$ cat src/rtl/ixp_pkg.sv
package ixp_pkg;
  localparam int IXP_NUM_GRP = 12;
  localparam int IXP_GRP_W   = 8;
  localparam int IXP_ADDR_W  = 6;
  localparam int IXP_DATA_W  = 16;

  // register map
  localparam int IXP_EN_BASE   = 'h00;
  localparam int IXP_FLAG_BASE = 'h10;
  localparam int IXP_ACK_ADDR  = 'h20;
  localparam int IXP_CEN_ADDR  = 'h21;
  localparam int IXP_CFL_ADDR  = 'h22;
  localparam int IXP_CTRL_ADDR = 'h23;
endpackage

$ cat src/rtl/ixp_edge_detect.sv
module ixp_edge_detect #(
  parameter int N = 96
) (
  input  logic         clk,
  input  logic         rst_n,
  input  logic [N-1:0] din,
  output logic [N-1:0] rise
);
  logic [N-1:0] prev_q;

  always_ff @(posedge clk or negedge rst_n) begin
    if (!rst_n) prev_q <= '0;
    else        prev_q <= din;
  end

  assign rise = din & ~prev_q;
endmodule

$ cat src/rtl/ixp_group_stage.sv
module ixp_group_stage #(
  parameter int GRP_W = 8,
  localparam int MID_W = (GRP_W > 1) ? $clog2(GRP_W) : 1
) (
  input  logic             clk,
  input  logic             rst_n,
  input  logic [GRP_W-1:0] rise,
  input  logic             en_wr,
  input  logic             flag_wr,
  input  logic [GRP_W-1:0] wdata,
  input  logic [GRP_W-1:0] clr_mask,
  output logic [GRP_W-1:0] en_q,
  output logic [GRP_W-1:0] flag_q,
  output logic             any_pend,
  output logic [MID_W-1:0] member
);
  logic [GRP_W-1:0] flag_d;
  logic [GRP_W-1:0] pend;

  // software write, then accept clear, then hardware set (highest precedence)
  always_comb begin
    flag_d = flag_wr ? wdata : flag_q;
    flag_d = flag_d & ~clr_mask;
    flag_d = flag_d | rise;
  end

  always_ff @(posedge clk or negedge rst_n) begin
    if (!rst_n) begin
      en_q   <= '0;
      flag_q <= '0;
    end else begin
      if (en_wr) en_q <= wdata;
      flag_q <= flag_d;
    end
  end

  assign pend     = flag_q & en_q;
  assign any_pend = |pend;

  always_comb begin
    member = '0;
    for (int i = GRP_W - 1; i >= 0; i--) begin
      if (pend[i]) member = MID_W'(i);
    end
  end
endmodule

$ cat src/rtl/ixp_cpu_stage.sv
module ixp_cpu_stage #(
  parameter int NUM_GRP = 12,
  localparam int GID_W = (NUM_GRP > 1) ? $clog2(NUM_GRP) : 1
) (
  input  logic               clk,
  input  logic               rst_n,
  input  logic [NUM_GRP-1:0] grp_any,
  input  logic [NUM_GRP-1:0] wdata,
  input  logic               ack_wr,
  input  logic               cen_wr,
  input  logic               cfl_wr,
  input  logic               ctrl_wr,
  input  logic               accept,
  input  logic [GID_W-1:0]   acc_grp,
  output logic [NUM_GRP-1:0] ack_q,
  output logic [NUM_GRP-1:0] cen_q,
  output logic [NUM_GRP-1:0] cfl_q,
  output logic               gie_q,
  output logic               win_valid,
  output logic [GID_W-1:0]   win_grp
);
  logic [NUM_GRP-1:0] acc_mask;
  logic [NUM_GRP-1:0] ack_d;
  logic [NUM_GRP-1:0] cfl_d;
  logic [NUM_GRP-1:0] cand;

  assign acc_mask = accept ? (NUM_GRP'(1) << acc_grp) : '0;

  always_comb begin
    ack_d = ack_wr ? (ack_q & ~wdata) : ack_q;
    ack_d = ack_d | acc_mask;
    cfl_d = cfl_wr ? wdata : cfl_q;
    cfl_d = cfl_d | (grp_any & ~ack_q);
    cfl_d = cfl_d & ~acc_mask;
  end

  always_ff @(posedge clk or negedge rst_n) begin
    if (!rst_n) begin
      ack_q <= '0;
      cen_q <= '0;
      cfl_q <= '0;
      gie_q <= 1'b0;
    end else begin
      ack_q <= ack_d;
      cfl_q <= cfl_d;
      if (cen_wr)  cen_q <= wdata;
      if (ctrl_wr) gie_q <= wdata[0];
    end
  end

  assign cand      = cfl_q & cen_q & grp_any;
  assign win_valid = gie_q & (|cand);

  always_comb begin
    win_grp = '0;
    for (int g = NUM_GRP - 1; g >= 0; g--) begin
      if (cand[g]) win_grp = GID_W'(g);
    end
  end
endmodule

$ cat src/rtl/grouped_irq_expander.sv
module grouped_irq_expander
  import ixp_pkg::*;
#(
  parameter int NUM_GRP = IXP_NUM_GRP,
  parameter int GRP_W   = IXP_GRP_W,
  parameter int ADDR_W  = IXP_ADDR_W,
  parameter int DATA_W  = IXP_DATA_W,
  localparam int NUM_SRC = NUM_GRP * GRP_W,
  localparam int GID_W   = (NUM_GRP > 1) ? $clog2(NUM_GRP) : 1,
  localparam int MID_W   = (GRP_W > 1) ? $clog2(GRP_W) : 1
) (
  input  logic               clk,
  input  logic               rst_n,
  input  logic [NUM_SRC-1:0] irq_req,
  input  logic               reg_wr,
  input  logic [ADDR_W-1:0]  reg_addr,
  input  logic [DATA_W-1:0]  reg_wdata,
  output logic [DATA_W-1:0]  reg_rdata,
  output logic               irq_valid,
  input  logic               irq_ready,
  output logic [GID_W-1:0]   irq_grp,
  output logic [MID_W-1:0]   irq_member
);
  logic [NUM_SRC-1:0] rise;
  logic [GRP_W-1:0]   grp_en_q   [NUM_GRP];
  logic [GRP_W-1:0]   grp_flag_q [NUM_GRP];
  logic [MID_W-1:0]   mem_idx    [NUM_GRP];
  logic [NUM_SRC-1:0] grp_flag_flat;
  logic [NUM_GRP-1:0] grp_any;
  logic [NUM_GRP-1:0] ack_q, cen_q, cfl_q;
  logic               gie;
  logic               accept;

  assign accept = irq_valid & irq_ready;

  ixp_edge_detect #(.N(NUM_SRC)) u_edge (
    .clk  (clk),
    .rst_n(rst_n),
    .din  (irq_req),
    .rise (rise)
  );

  for (genvar g = 0; g < NUM_GRP; g++) begin : g_grp
    logic             en_wr, flag_wr;
    logic [GRP_W-1:0] clr_mask;

    assign en_wr    = reg_wr && (reg_addr == ADDR_W'(IXP_EN_BASE + g));
    assign flag_wr  = reg_wr && (reg_addr == ADDR_W'(IXP_FLAG_BASE + g));
    assign clr_mask = (accept && (irq_grp == GID_W'(g))) ?
                      (GRP_W'(1) << irq_member) : '0;

    ixp_group_stage #(.GRP_W(GRP_W)) u_grp (
      .clk     (clk),
      .rst_n   (rst_n),
      .rise    (rise[g*GRP_W +: GRP_W]),
      .en_wr   (en_wr),
      .flag_wr (flag_wr),
      .wdata   (reg_wdata[GRP_W-1:0]),
      .clr_mask(clr_mask),
      .en_q    (grp_en_q[g]),
      .flag_q  (grp_flag_q[g]),
      .any_pend(grp_any[g]),
      .member  (mem_idx[g])
    );

    assign grp_flag_flat[g*GRP_W +: GRP_W] = grp_flag_q[g];
  end

  ixp_cpu_stage #(.NUM_GRP(NUM_GRP)) u_cpu (
    .clk      (clk),
    .rst_n    (rst_n),
    .grp_any  (grp_any),
    .wdata    (reg_wdata[NUM_GRP-1:0]),
    .ack_wr   (reg_wr && (reg_addr == ADDR_W'(IXP_ACK_ADDR))),
    .cen_wr   (reg_wr && (reg_addr == ADDR_W'(IXP_CEN_ADDR))),
    .cfl_wr   (reg_wr && (reg_addr == ADDR_W'(IXP_CFL_ADDR))),
    .ctrl_wr  (reg_wr && (reg_addr == ADDR_W'(IXP_CTRL_ADDR))),
    .accept   (accept),
    .acc_grp  (irq_grp),
    .ack_q    (ack_q),
    .cen_q    (cen_q),
    .cfl_q    (cfl_q),
    .gie_q    (gie),
    .win_valid(irq_valid),
    .win_grp  (irq_grp)
  );

  always_comb begin
    irq_member = '0;
    for (int g = 0; g < NUM_GRP; g++) begin
      if (irq_grp == GID_W'(g)) irq_member = mem_idx[g];
    end
  end

  always_comb begin
    reg_rdata = '0;
    for (int g = 0; g < NUM_GRP; g++) begin
      if (reg_addr == ADDR_W'(IXP_EN_BASE + g))   reg_rdata = DATA_W'(grp_en_q[g]);
      if (reg_addr == ADDR_W'(IXP_FLAG_BASE + g)) reg_rdata = DATA_W'(grp_flag_q[g]);
    end
    if (reg_addr == ADDR_W'(IXP_ACK_ADDR))  reg_rdata = DATA_W'(ack_q);
    if (reg_addr == ADDR_W'(IXP_CEN_ADDR))  reg_rdata = DATA_W'(cen_q);
    if (reg_addr == ADDR_W'(IXP_CFL_ADDR))  reg_rdata = DATA_W'(cfl_q);
    if (reg_addr == ADDR_W'(IXP_CTRL_ADDR)) reg_rdata = DATA_W'(gie);
  end
endmodule

$ cat config.mk
export PLATFORM = sky130hd
export DESIGN_NAME = grouped_irq_expander
export DESIGN_NICKNAME = d
export VERILOG_FILES = /design/src/rtl/ixp_pkg.sv /design/src/rtl/ixp_edge_detect.sv /design/src/rtl/ixp_group_stage.sv /design/src/rtl/ixp_cpu_stage.sv /design/src/rtl/grouped_irq_expander.sv
export SDC_FILE = /design/constraint.sdc
export NUM_CORES = 1
export LEC_CHECK = 0
export ABC_AREA = 1
export BUFFER_PORTS_ARGS = -buffer_cell sky130_fd_sc_hd__clkbuf_2
export CELL_PAD_IN_SITES_DETAIL_PLACEMENT = 2
export CELL_PAD_IN_SITES_GLOBAL_PLACEMENT = 2
export CORE_ASPECT_RATIO = 1.75
export CORE_MARGIN = 3
export CORE_UTILIZATION = 35
export DETAILED_ROUTE_END_ITERATION = 7
export HOLD_SLACK_MARGIN = 0.1
export PLACE_DENSITY = 0.78
export RECOVER_POWER = 25
export SYNTH_ARGS = -nofsm -noshare
export SYNTH_HDL_FRONTEND = slang
export SYNTH_SLANG_ARGS = --single-unit
$ cat constraint.sdc
create_clock -name clk -period 3.61 [get_ports clk]
set_input_delay 0.361 -clock clk [delete_from_list [all_inputs] [get_ports clk]]
set_output_delay 0.361 -clock clk [all_outputs]
set_load 0.02 [all_outputs]
==> impl_summary.log, run 1 <==
INFO  metric run_status = aborted with a tool error
INFO  metric haltStage = 5_1_grt
INFO  metric run.stop_error = [ERROR GRT-0232] Routing congestion too high. Check the congestion heatmap in the GUI.
INFO  metric gp_routability_congestion = around 0.97
INFO  metric worstEndpointGrtRepair = irq_member[1]
INFO  metric netlist-cell-type-count = 42
INFO  metric floorplan.initialDensity = ~36%
INFO  metric synth_compound_area_share = roughly 11%
INFO  metric cts_buffer_depth = 3
INFO  metric seq_total_area_yosys = 48.4%
INFO  metric yosys-top-cells-area = sky130_fd_sc_hd__dfrtp_1 (48%), sky130_fd_sc_hd__nand2_1 (21%), sky130_fd_sc_hd__o21ai_0 (7.3%)
INFO  metric grt_util_all_layers = 72.5%
INFO  metric synth_enable_flop_cells = 0
INFO  metric die_w = 172 um
INFO  metric synth_top_family_by_area = simple AND/OR/NAND/NOR gates
INFO  metric placed_instances = between 3,000 and 4,000
INFO  metric synth_top_flop_cell = sky130_fd_sc_hd__dfrtp_1
INFO  metric synthAdderAreaFrac = 0%
INFO  metric syn_area = 16,800 sq um
INFO  metric clockRootBuffer = sky130_fd_sc_hd__clkbuf_16
INFO  metric yosys.area_share.simple = 32.6%
INFO  metric antenna_found_initial = 10
INFO  metric globalRoute.totalOverflow = between 200 and 250
INFO  metric io_buffer_count = 137
INFO  metric number_of_standard_cell_rows_in_the_floorplan = 105
INFO  metric yosys.area.top_type_share = about half
INFO  metric netlist_instances = 2,292
INFO  metric grt_max_degree = 81
INFO  metric synth_mux_area_share = 0.0595%
INFO  metric synth_largest_area_cell = sky130_fd_sc_hd__dfrtp_1
INFO  metric io_pins = ~150
INFO  metric cts_buffers = 36
INFO  metric place_area = 19,400 sq um
INFO  metric yosys_register_bits = 325
INFO  metric synthesis.area_per_instance = approximately 7.3 sq um
INFO  metric synth_xor_xnor_area_share = 0%
INFO  metric die_h = 296 um
INFO  metric timing.repair.worst_endpoint_type = primary output
INFO  metric synthArstFlopShare = 100%
INFO  metric synth_top_cells_by_count = sky130_fd_sc_hd__nand2_1 (941), sky130_fd_sc_hd__dfrtp_1 (325), sky130_fd_sc_hd__o21ai_0 (245), sky130_fd_sc_hd__inv_1 (215), sky130_fd_sc_hd__nor2_1 (133)
INFO  metric htree_levels = 2
INFO  metric yosys_warnings = 0
INFO  metric post-dp-hpwl = 61.0 mm
INFO  metric cts.sink_count = 325
INFO  metric yosys.cell_count.top_type = sky130_fd_sc_hd__nand2_1
## routing by layer
layer  GRT overflow  global-route usage [%]
met2            117                    92.3
met4             81                    75.4
met5              0                    14.0
met1              3                    70.3
met3              9                    54.8
## cell families after synthesis
group / count (synthesis)
AO/OA/AOI/OAI: 343
buffers and inverters: 310
flip-flops: 325
multiplexers: 1
other: 1
AND/OR/NAND/NOR: 1312
## through the flow
step	hold slack, ps	utilization [%]	setup TNS, ps	worst slack [ps]
CTS	106	48.2	-4360	-259
detailed placement	431	41.1	-23290	-425
global placement	413	41.1	-11290	-211
floorplan	65.4	-	0	768
## repair_timing
action	4_1_cts
hold buffers	99
resized for setup	153
pin swaps	68
endpoints found under the hold margin	261
buffers inserted	83
cloned	2
setup endpoints to repair	107
==> run 2: changes to the inputs <==
--- a/config.mk
+++ b/config.mk
@@ -7,14 +7,10 @@
 export LEC_CHECK = 0
 export ABC_AREA = 1
 export BUFFER_PORTS_ARGS = -buffer_cell sky130_fd_sc_hd__clkbuf_2
-export CELL_PAD_IN_SITES_DETAIL_PLACEMENT = 2
-export CELL_PAD_IN_SITES_GLOBAL_PLACEMENT = 2
-export CORE_ASPECT_RATIO = 1.75
 export CORE_MARGIN = 3
-export CORE_UTILIZATION = 35
+export CORE_UTILIZATION = 20
 export DETAILED_ROUTE_END_ITERATION = 7
-export HOLD_SLACK_MARGIN = 0.1
-export PLACE_DENSITY = 0.78
+export PLACE_DENSITY_LB_ADDON = 0.15
 export RECOVER_POWER = 25
 export SYNTH_ARGS = -nofsm -noshare
 export SYNTH_HDL_FRONTEND = slang
==> impl_summary.log, run 2 <==
INFO  metric run_status = finished with violations (was aborted with a tool error)
INFO  metric violations = max-capacitance violations, max-slew violations, negative setup slack
INFO  metric worstSkewPairLatency = 580 ps
INFO  metric drive_above_1_share = 27.1%
INFO  metric cp_num_buf_inv = 3
INFO  metric cts_buffer_depth = 3 (unchanged)
INFO  metric first_iter_violations = 1,161
INFO  metric max_freq = 0.250 GHz
INFO  metric die_area = about 88,000 sq um
INFO  metric tritoncts = built
INFO  metric htree_levels = 2 (unchanged)
INFO  metric grt_pass1_vias = between 15,000 and 20,000
INFO  metric first_pass_iters = 7
INFO  metric detail-route-antenna-nets = 0
INFO  metric worst_slack = -387 ps
INFO  metric max_slew_headroom_at_the_worst_pin = -68.0%
INFO  metric worstPathMaxFanout = 3
INFO  metric synth_top_cells_by_count = sky130_fd_sc_hd__nand2_1 (941), sky130_fd_sc_hd__dfrtp_1 (325), sky130_fd_sc_hd__o21ai_0 (245), sky130_fd_sc_hd__inv_1 (215), sky130_fd_sc_hd__nor2_1 (133) (unchanged)
INFO  metric fin_crit = 4000 ps
INFO  metric min-delay-start = reg_wdata[9]
INFO  metric seq_total_area_yosys = 48.4% (unchanged)
INFO  metric worstPathRequired = ~3300 ps
INFO  metric cp.arrival = 3640 ps
INFO  metric worst_slew_pin_slew = 2520 ps
INFO  metric cpLargestDelayFamily = simple AND/OR/NAND/NOR gates
INFO  metric netlist_instances = 2,292 (unchanged)
INFO  metric yosys_warnings = 0 (unchanged)
INFO  metric p_leak = ~0.013 uW
INFO  metric power.total = 17,200 uW
INFO  metric irDropWorstVdd = 0.000447 V
INFO  metric hold_viol_final = 0
INFO  metric max_stage_delay = 420 ps
INFO  metric gp_routability_congestion = 0.909 (was 0.966)
INFO  metric aggregate_negative_setup_slack = -14,190 ps
INFO  metric netlist-cell-type-count = 42 (unchanged)
INFO  metric cp_slowest_cell = sky130_fd_sc_hd__dfrtp_1
INFO  metric placed_instances = 3,803 (was 3,128)
INFO  metric number_of_pins_exceeding_their_max_slew_limit_in_the_final_report = around 80
INFO  metric syn_area = 16,800 sq um (unchanged)
INFO  metric yosys_register_bits = 325 (unchanged)
INFO  metric total_power_divided_by_cell_area = 667 nW/um^2
INFO  metric cp-startpoint = g_grp[9].u_grp.en_q[5]
INFO  metric io_buffer_count = 137 (unchanged)
INFO  metric final_instance_count_excl_fillers = 4,067
INFO  metric maximum_capacitance_violations = 1
INFO  metric synth_enable_flop_cells = 0 (unchanged)
INFO  metric drc = 0
INFO  metric layout_worst_path_cycle_share = 111%
INFO  metric synthesis.area_per_instance = 7.33 sq um (unchanged)
INFO  metric syn2layout_area_growth = 53.0%
INFO  metric antenna_found_initial = 2
INFO  metric cts.sink_count = 325 (unchanged)
INFO  metric synth_top_flop_cell = sky130_fd_sc_hd__dfrtp_1 (unchanged)
INFO  metric synth_largest_area_cell = sky130_fd_sc_hd__dfrtp_1 (unchanged)
INFO  metric post-dp-hpwl = 58.6 mm (was 61.0 mm)
INFO  metric critical_path.endpoint_type = primary output
INFO  metric floorplan.initialDensity = 20.3% (was 35.6%)
INFO  metric design.final.nets = 3,085
INFO  metric grt_util_all_layers = 18.4%
INFO  metric clkSlewWorstSetupHoldPaths = 60 ps
INFO  metric globalRoute.totalOverflow = 0
INFO  metric min_path_type = in2reg
INFO  metric die_h = 296 um (unchanged)
INFO  metric grt_max_degree = between 80 and 90
INFO  metric clockRootBuffer = sky130_fd_sc_hd__clkbuf_16 (unchanged)
INFO  metric cts_buffers = 42 (was 36)
INFO  metric num_vias = 18,300
INFO  metric routed_wl = 81.9 mm
INFO  metric largest_registers = g_grp.u_grp.en_q: 96 flops, g_grp.u_grp.flag_q: 96 flops, u_edge.prev_q: 96 flops
INFO  metric grt_pass1_wl = roughly 120 mm
INFO  metric via_per_inst = 4.50
INFO  metric rsz_0062_raised_after_global_routing = true
INFO  metric whs = 64.7 ps
INFO  metric yosys.cell_count.top_type = sky130_fd_sc_hd__nand2_1 (unchanged)
INFO  metric post_drt_wl_per_cell = 20.1 um
INFO  metric criticalPathCategory = reg2out
INFO  metric regToRegStartpoint = g_grp[9].u_grp.en_q[5]
INFO  metric most-common-layout-cells = sky130_fd_sc_hd__nand2_1 (890), sky130_fd_sc_hd__buf_4 (398), sky130_fd_sc_hd__dfrtp_1 (323), sky130_fd_sc_hd__o21ai_0 (230), sky130_fd_sc_hd__inv_1 (201)
INFO  metric detailedPlace.worstSlack = -416 ps (was -425 ps)
INFO  metric mostFrequentLayoutCell = sky130_fd_sc_hd__nand2_1
INFO  metric yosys.area.top_type_share = 48.4% (unchanged)
INFO  metric timing.critical_path.from_type = register
INFO  metric finalClockSkew = 22.7 ps
INFO  metric yosys-top-cells-area = sky130_fd_sc_hd__dfrtp_1 (48%), sky130_fd_sc_hd__nand2_1 (21%), sky130_fd_sc_hd__o21ai_0 (7.3%) (unchanged)
INFO  metric die_w = 296 um (was 172 um)
INFO  metric core_box_area = 82,600 sq um
INFO  metric number_of_standard_cell_rows_in_the_floorplan = 105 (unchanged)
INFO  metric antenna_cells = 0
INFO  metric path_common_cell = sky130_fd_sc_hd__nand2_2
INFO  metric synthArstFlopShare = 100% (unchanged)
INFO  metric num-fill-cells = 8,901
INFO  metric io_pins = 146 (unchanged)
INFO  metric timing.final.setup_violations = 94
## run 2: layout make-up
| cell class | count | area [sq um] | share of cell area, % |
|---|---|---|---|
| sequential | 325 | 8140 | 31.6 |
| multi-input combinational | 1660 | 8050 | 31.3 |
| timing repair buffer | 705 | 5780 | 22.5 |
| tap | 1070 | 1340 | 5.20 |
| clock buffer | 60 | 1270 | 4.95 |
| inverter | 229 | 895 | 3.48 |
| clock inverter | 18 | 250 | 0.973 |
## run 2: kinds of logic after synthesis
logic type      Yosys count  synth area share (%)
buf+inv                 310                  7.90
simple gates           1312                  32.6
flops                   325                  48.4
compound gates          343                  11.0
other cells               1                0.0223
mux                       1                0.0595
## run 2: metrics by stage
stage	util (%)	area [sq um]
after global routing	31.1	25700
after global placement	26.0	21500
after detailed placement	26.0	21500
final	31.1	25700
after CTS	30.3	25100
after floorplan	-	16800
## run 2: tightest hold or removal path, cell delays in order
cell and delay [ps]:
sky130_fd_sc_hd__clkbuf_2 90, sky130_fd_sc_hd__nand2_1 60, sky130_fd_sc_hd__a31oi_1 80
## run 2: what timing repair did
item	in CTS	in global routing
endpoints found under the setup margin	107	107
cloned	4	5
gates resized for setup	145	168
hold buffers	97	0
pin swaps	77	135
endpoints found under the hold margin	204	0
buffers inserted	64	28
## run 2: metal layers
| layer | share of wire, % | wire length, um | track usage [%] | vias to the layer above |
|---|---|---|---|---|
| met5 | 0.016 | 13 | 0 | - |
| met4 | 2.7 | 2250 | 4.66 | 2 |
| met3 | 5.3 | 4360 | 2.35 | 132 |
| met2 | 46 | 37700 | 30.3 | 533 |
| met1 | 46 | 37600 | 25.6 | 8897 |
| li1 | - | - | - | 8733 |
## run 2: worst paths after layout
kind,depth (start not counted),to,slack (ps)
worst min register to register,3,g_grp[6].u_grp.flag_q[0],470
worst min-delay path,3,u_cpu.cfl_q[9],60
max in group asynchronous,3,g_grp[0].u_grp.flag_q[5],1000
worst max register to register,32,g_grp[0].u_grp.flag_q[0],-230
worst max-delay path,25,irq_member[2],-390
min in group asynchronous,2,u_cpu.cfl_q[11],1090
## run 2: power by group
part | total [uW] | switching (uW) | internal, uW
sequential | 4210 | 233 | 3980
clock | 4640 | 1760 | 2880
combinational | 8300 | 4700 | 3600
total | 17200 | 6690 | 10500
No activity file was read; power rests on OpenSTA's default activity.
==> run 3: changes to the inputs <==
--- a/config.mk
+++ b/config.mk
@@ -7,10 +7,12 @@
 export LEC_CHECK = 0
 export ABC_AREA = 1
 export BUFFER_PORTS_ARGS = -buffer_cell sky130_fd_sc_hd__clkbuf_2
+export CAP_MARGIN = 20
 export CORE_MARGIN = 3
 export CORE_UTILIZATION = 20
 export DETAILED_ROUTE_END_ITERATION = 7
-export PLACE_DENSITY_LB_ADDON = 0.15
+export MAX_ROUTING_LAYER = met4
+export PLACE_DENSITY = 0.42
 export RECOVER_POWER = 25
 export SYNTH_ARGS = -nofsm -noshare
 export SYNTH_HDL_FRONTEND = slang
==> impl_summary.log, run 3 (synthesis results as in run 2) <==
INFO  metric fin_crit = 3900 ps (was 4000 ps)
INFO  metric min_path_type = in2reg (unchanged)
INFO  metric worst-r2r-cell-count = 26 (was 32)
INFO  metric cts_buffers = 42 (unchanged)
INFO  metric grt_pass1_wl = 115 mm (was 120 mm)
INFO  metric worstPathRequired = 3250 ps (about the same)
INFO  metric drive_above_1_share = 29.6% (was 27.1%)
INFO  metric number_of_standard_cell_rows_in_the_floorplan = 105 (unchanged)
INFO  metric number_of_pins_exceeding_their_max_slew_limit_in_the_final_report = 101 (was 81)
INFO  metric violations = max-capacitance violations, max-slew violations, negative setup slack (unchanged)
INFO  metric whs = 40.0 ps (was 64.7 ps)
INFO  metric antenna_found_initial = 2 (unchanged)
INFO  metric io_buffer_count = 137 (unchanged)
INFO  metric tritoncts = built (unchanged)
INFO  metric die_h = 296 um (unchanged)
INFO  metric detailedPlace.worstSlack = -393 ps (was -416 ps)
INFO  metric max_freq = 0.257 GHz (was 0.250 GHz)
INFO  metric worstPathMaxFanout = 3 (unchanged)
INFO  metric drc = 0 (unchanged)
INFO  metric timing.reg2reg.setup_slack = 60 ps (was -230 ps)
INFO  metric design.final.nets = 3,100 (was 3,085)
INFO  metric final_util = 31.1% (about the same)
INFO  metric clockRootBuffer = sky130_fd_sc_hd__clkbuf_16 (unchanged)
INFO  metric core_box_area = 82,600 sq um (unchanged)
INFO  metric mostFrequentLayoutCell = sky130_fd_sc_hd__nand2_1 (unchanged)
INFO  metric htree_levels = 2 (unchanged)
INFO  metric total_power_divided_by_cell_area = 637 nW/um^2 (was 667 nW/um^2)
INFO  metric cts.sink_count = 325 (unchanged)
INFO  metric timing.final.setup_violations = 10 (was 94)
INFO  metric cts_buffer_depth = 3 (unchanged)
INFO  metric detail-route-antenna-nets = 0 (unchanged)
INFO  metric stdcell_area = 25,700 sq um (about the same)
INFO  metric grt_pass1_vias = 18,100 (was 18,500)
INFO  metric first_iter_violations = 1,289 (was 1,161)
INFO  metric rsz_0062_raised_after_global_routing = true (unchanged)
INFO  metric maximum_capacitance_violations = 1 (unchanged)
INFO  metric post-dp-hpwl = 55.8 mm (was 58.6 mm)
INFO  metric worst_slew_pin_slew = 3060 ps (was 2520 ps)
INFO  metric finalClockSkew = 24.8 ps (was 22.7 ps)
INFO  metric most-common-layout-cells = sky130_fd_sc_hd__nand2_1 (858), sky130_fd_sc_hd__buf_4 (432), sky130_fd_sc_hd__dfrtp_1 (323), sky130_fd_sc_hd__o21ai_0 (232), sky130_fd_sc_hd__inv_1 (199) (was sky130_fd_sc_hd__nand2_1 (890), sky130_fd_sc_hd__buf_4 (398), sky130_fd_sc_hd__dfrtp_1 (323), sky130_fd_sc_hd__o21ai_0 (230), sky130_fd_sc_hd__inv_1 (201))
INFO  metric hold_path_depth = 3 (unchanged)
INFO  metric layout_worst_path_cycle_share = 108% (was 111%)
INFO  metric critical_path.endpoint_type = primary output (unchanged)
INFO  metric floorplan.initialDensity = 20.3% (unchanged)
INFO  metric grt_util_all_layers = 18.2% (was 18.4%)
INFO  metric worstSkewPairLatency = 580 ps (about the same)
INFO  metric timing.critical_path.from_type = input port (was register)
INFO  metric setup.worst_path.end = reg_rdata[4] (was irq_member[2])
INFO  metric via_per_inst = 4.39 (was 4.50)
INFO  metric die_w = 296 um (unchanged)
INFO  metric cp.arrival = 3530 ps (was 3640 ps)
INFO  metric syn2layout_area_growth = 53.1% (was 53.0%)
INFO  metric post_drt_wl_per_cell = 19.4 um (was 20.1 um)
INFO  metric largest_registers = g_grp.u_grp.en_q: 96 flops, g_grp.u_grp.flag_q: 96 flops, u_edge.prev_q: 96 flops (unchanged)
INFO  metric max_slew_headroom_at_the_worst_pin = -104% (was -68.0%)
INFO  metric worst_slack = -285 ps (was -387 ps)
INFO  metric grt_max_degree = 103 (was 84)
INFO  metric run_status = finished with violations (unchanged)
INFO  metric irDropWorstVdd = 0.000611 V (was 0.000447 V)
INFO  metric r2r-end = g_grp[2].u_grp.flag_q[3] (was g_grp[0].u_grp.flag_q[0])
INFO  metric routed_wl = 79.1 mm (was 81.9 mm)
INFO  metric hold_viol_final = 0 (unchanged)
INFO  metric io_pins = 146 (unchanged)
INFO  metric die_area = 87,600 sq um (unchanged)
INFO  metric first_pass_iters = 5 (was 7)
INFO  metric regToRegStartpoint = g_grp[9].u_grp.flag_q[3] (was g_grp[9].u_grp.en_q[5])
INFO  metric clkSlewWorstSetupHoldPaths = 60 ps (about the same)
INFO  metric criticalPathCategory = in2out (was reg2out)
INFO  metric place_area = 21,600 sq um (was 21,500 sq um)
INFO  metric globalRoute.totalOverflow = 0 (unchanged)
INFO  metric cp-startpoint = reg_addr[3] (was g_grp[9].u_grp.en_q[5])
INFO  metric p_leak = 0.0128 uW (about the same)
INFO  metric num_vias = 17,900 (was 18,300)
INFO  metric gp_routability_congestion = 0.901 (was 0.909)
run 3: critical path, stage by stage:
cell	delay, ps
sky130_fd_sc_hd__buf_4	120
sky130_fd_sc_hd__nor2_1	310
sky130_fd_sc_hd__nand4_1	230
sky130_fd_sc_hd__buf_4	210
sky130_fd_sc_hd__o21ai_2	150
sky130_fd_sc_hd__nand3_2	120
sky130_fd_sc_hd__a221oi_2	180
sky130_fd_sc_hd__buf_4	160
sky130_fd_sc_hd__nand4_1	130
sky130_fd_sc_hd__a21oi_1	180
sky130_fd_sc_hd__nand4_1	200
sky130_fd_sc_hd__a21oi_2	160
sky130_fd_sc_hd__nand4_1	200
sky130_fd_sc_hd__nand2_1	160
sky130_fd_sc_hd__nand4_1	100
sky130_fd_sc_hd__nor2_1	150
sky130_fd_sc_hd__nand4_1	110
sky130_fd_sc_hd__nand2_2	150
sky130_fd_sc_hd__inv_2	50
sky130_fd_sc_hd__buf_6	120
run 3: worst min path at each step:
stage                            from                  endpoint  slack (ps)
floorplan                       rst_n    g_grp[0].u_grp.en_q[0]          70
global placement    u_edge.prev_q[58]  g_grp[7].u_grp.flag_q[2]         460
detailed placement  u_edge.prev_q[58]  g_grp[7].u_grp.flag_q[2]         470
CTS                      reg_wdata[5]            u_cpu.cfl_q[5]          10
global route             reg_wdata[5]            u_cpu.cfl_q[5]          30
finish                   reg_wdata[5]            u_cpu.cfl_q[5]          40
run 3: final cells by class:
class | count | area, sq um
Tap cell | 1070 | 1340
Sequential cell | 325 | 8140
Fill cell | 8995 | 56900
Timing Repair Buffer | 720 | 5760
Clock buffer | 58 | 1210
Multi-Input combinational cell | 1660 | 8270
Clock inverter | 18 | 126
Antenna cell | 3 | 7.51
Inverter | 229 | 871
run 3: power breakdown:
group | switching (uW) | internal, uW | total [uW]
logic | 4630 | 3390 | 8020
registers | 229 | 3980 | 4210
clock network | 1740 | 2420 | 4150
total | 6600 | 9780 | 16400
run 3: metal layers:
metal / part of all wire, % / routed length, um / GRT usage [%]
met3: 5.5 / 4320 / 2.34
met4: 2.4 / 1910 / 4.28
met2: 46 / 36700 / 29.3
met5: 0 / 0 / -
met1: 46 / 36100 / 24.3
run 3: what timing repair did:
action	CTS	global route
hold endpoints to repair	228	0
setup endpoints to repair	86	108
cloned	2	4
hold buffers	97	0
setup buffers	80	20
pin swaps	69	124
resized for setup	158	193
run 3: metrics by stage:
stage                     TNS (ps)  power [uW]  std cells
after floorplan                  0        6870       2295
after global routing         -9490       17100       4082
after CTS                    -3850       15700       4072
after detailed placement     -5310       10000       3822
final                        -1640       16400       4083
after global placement       -5410       10000       3822
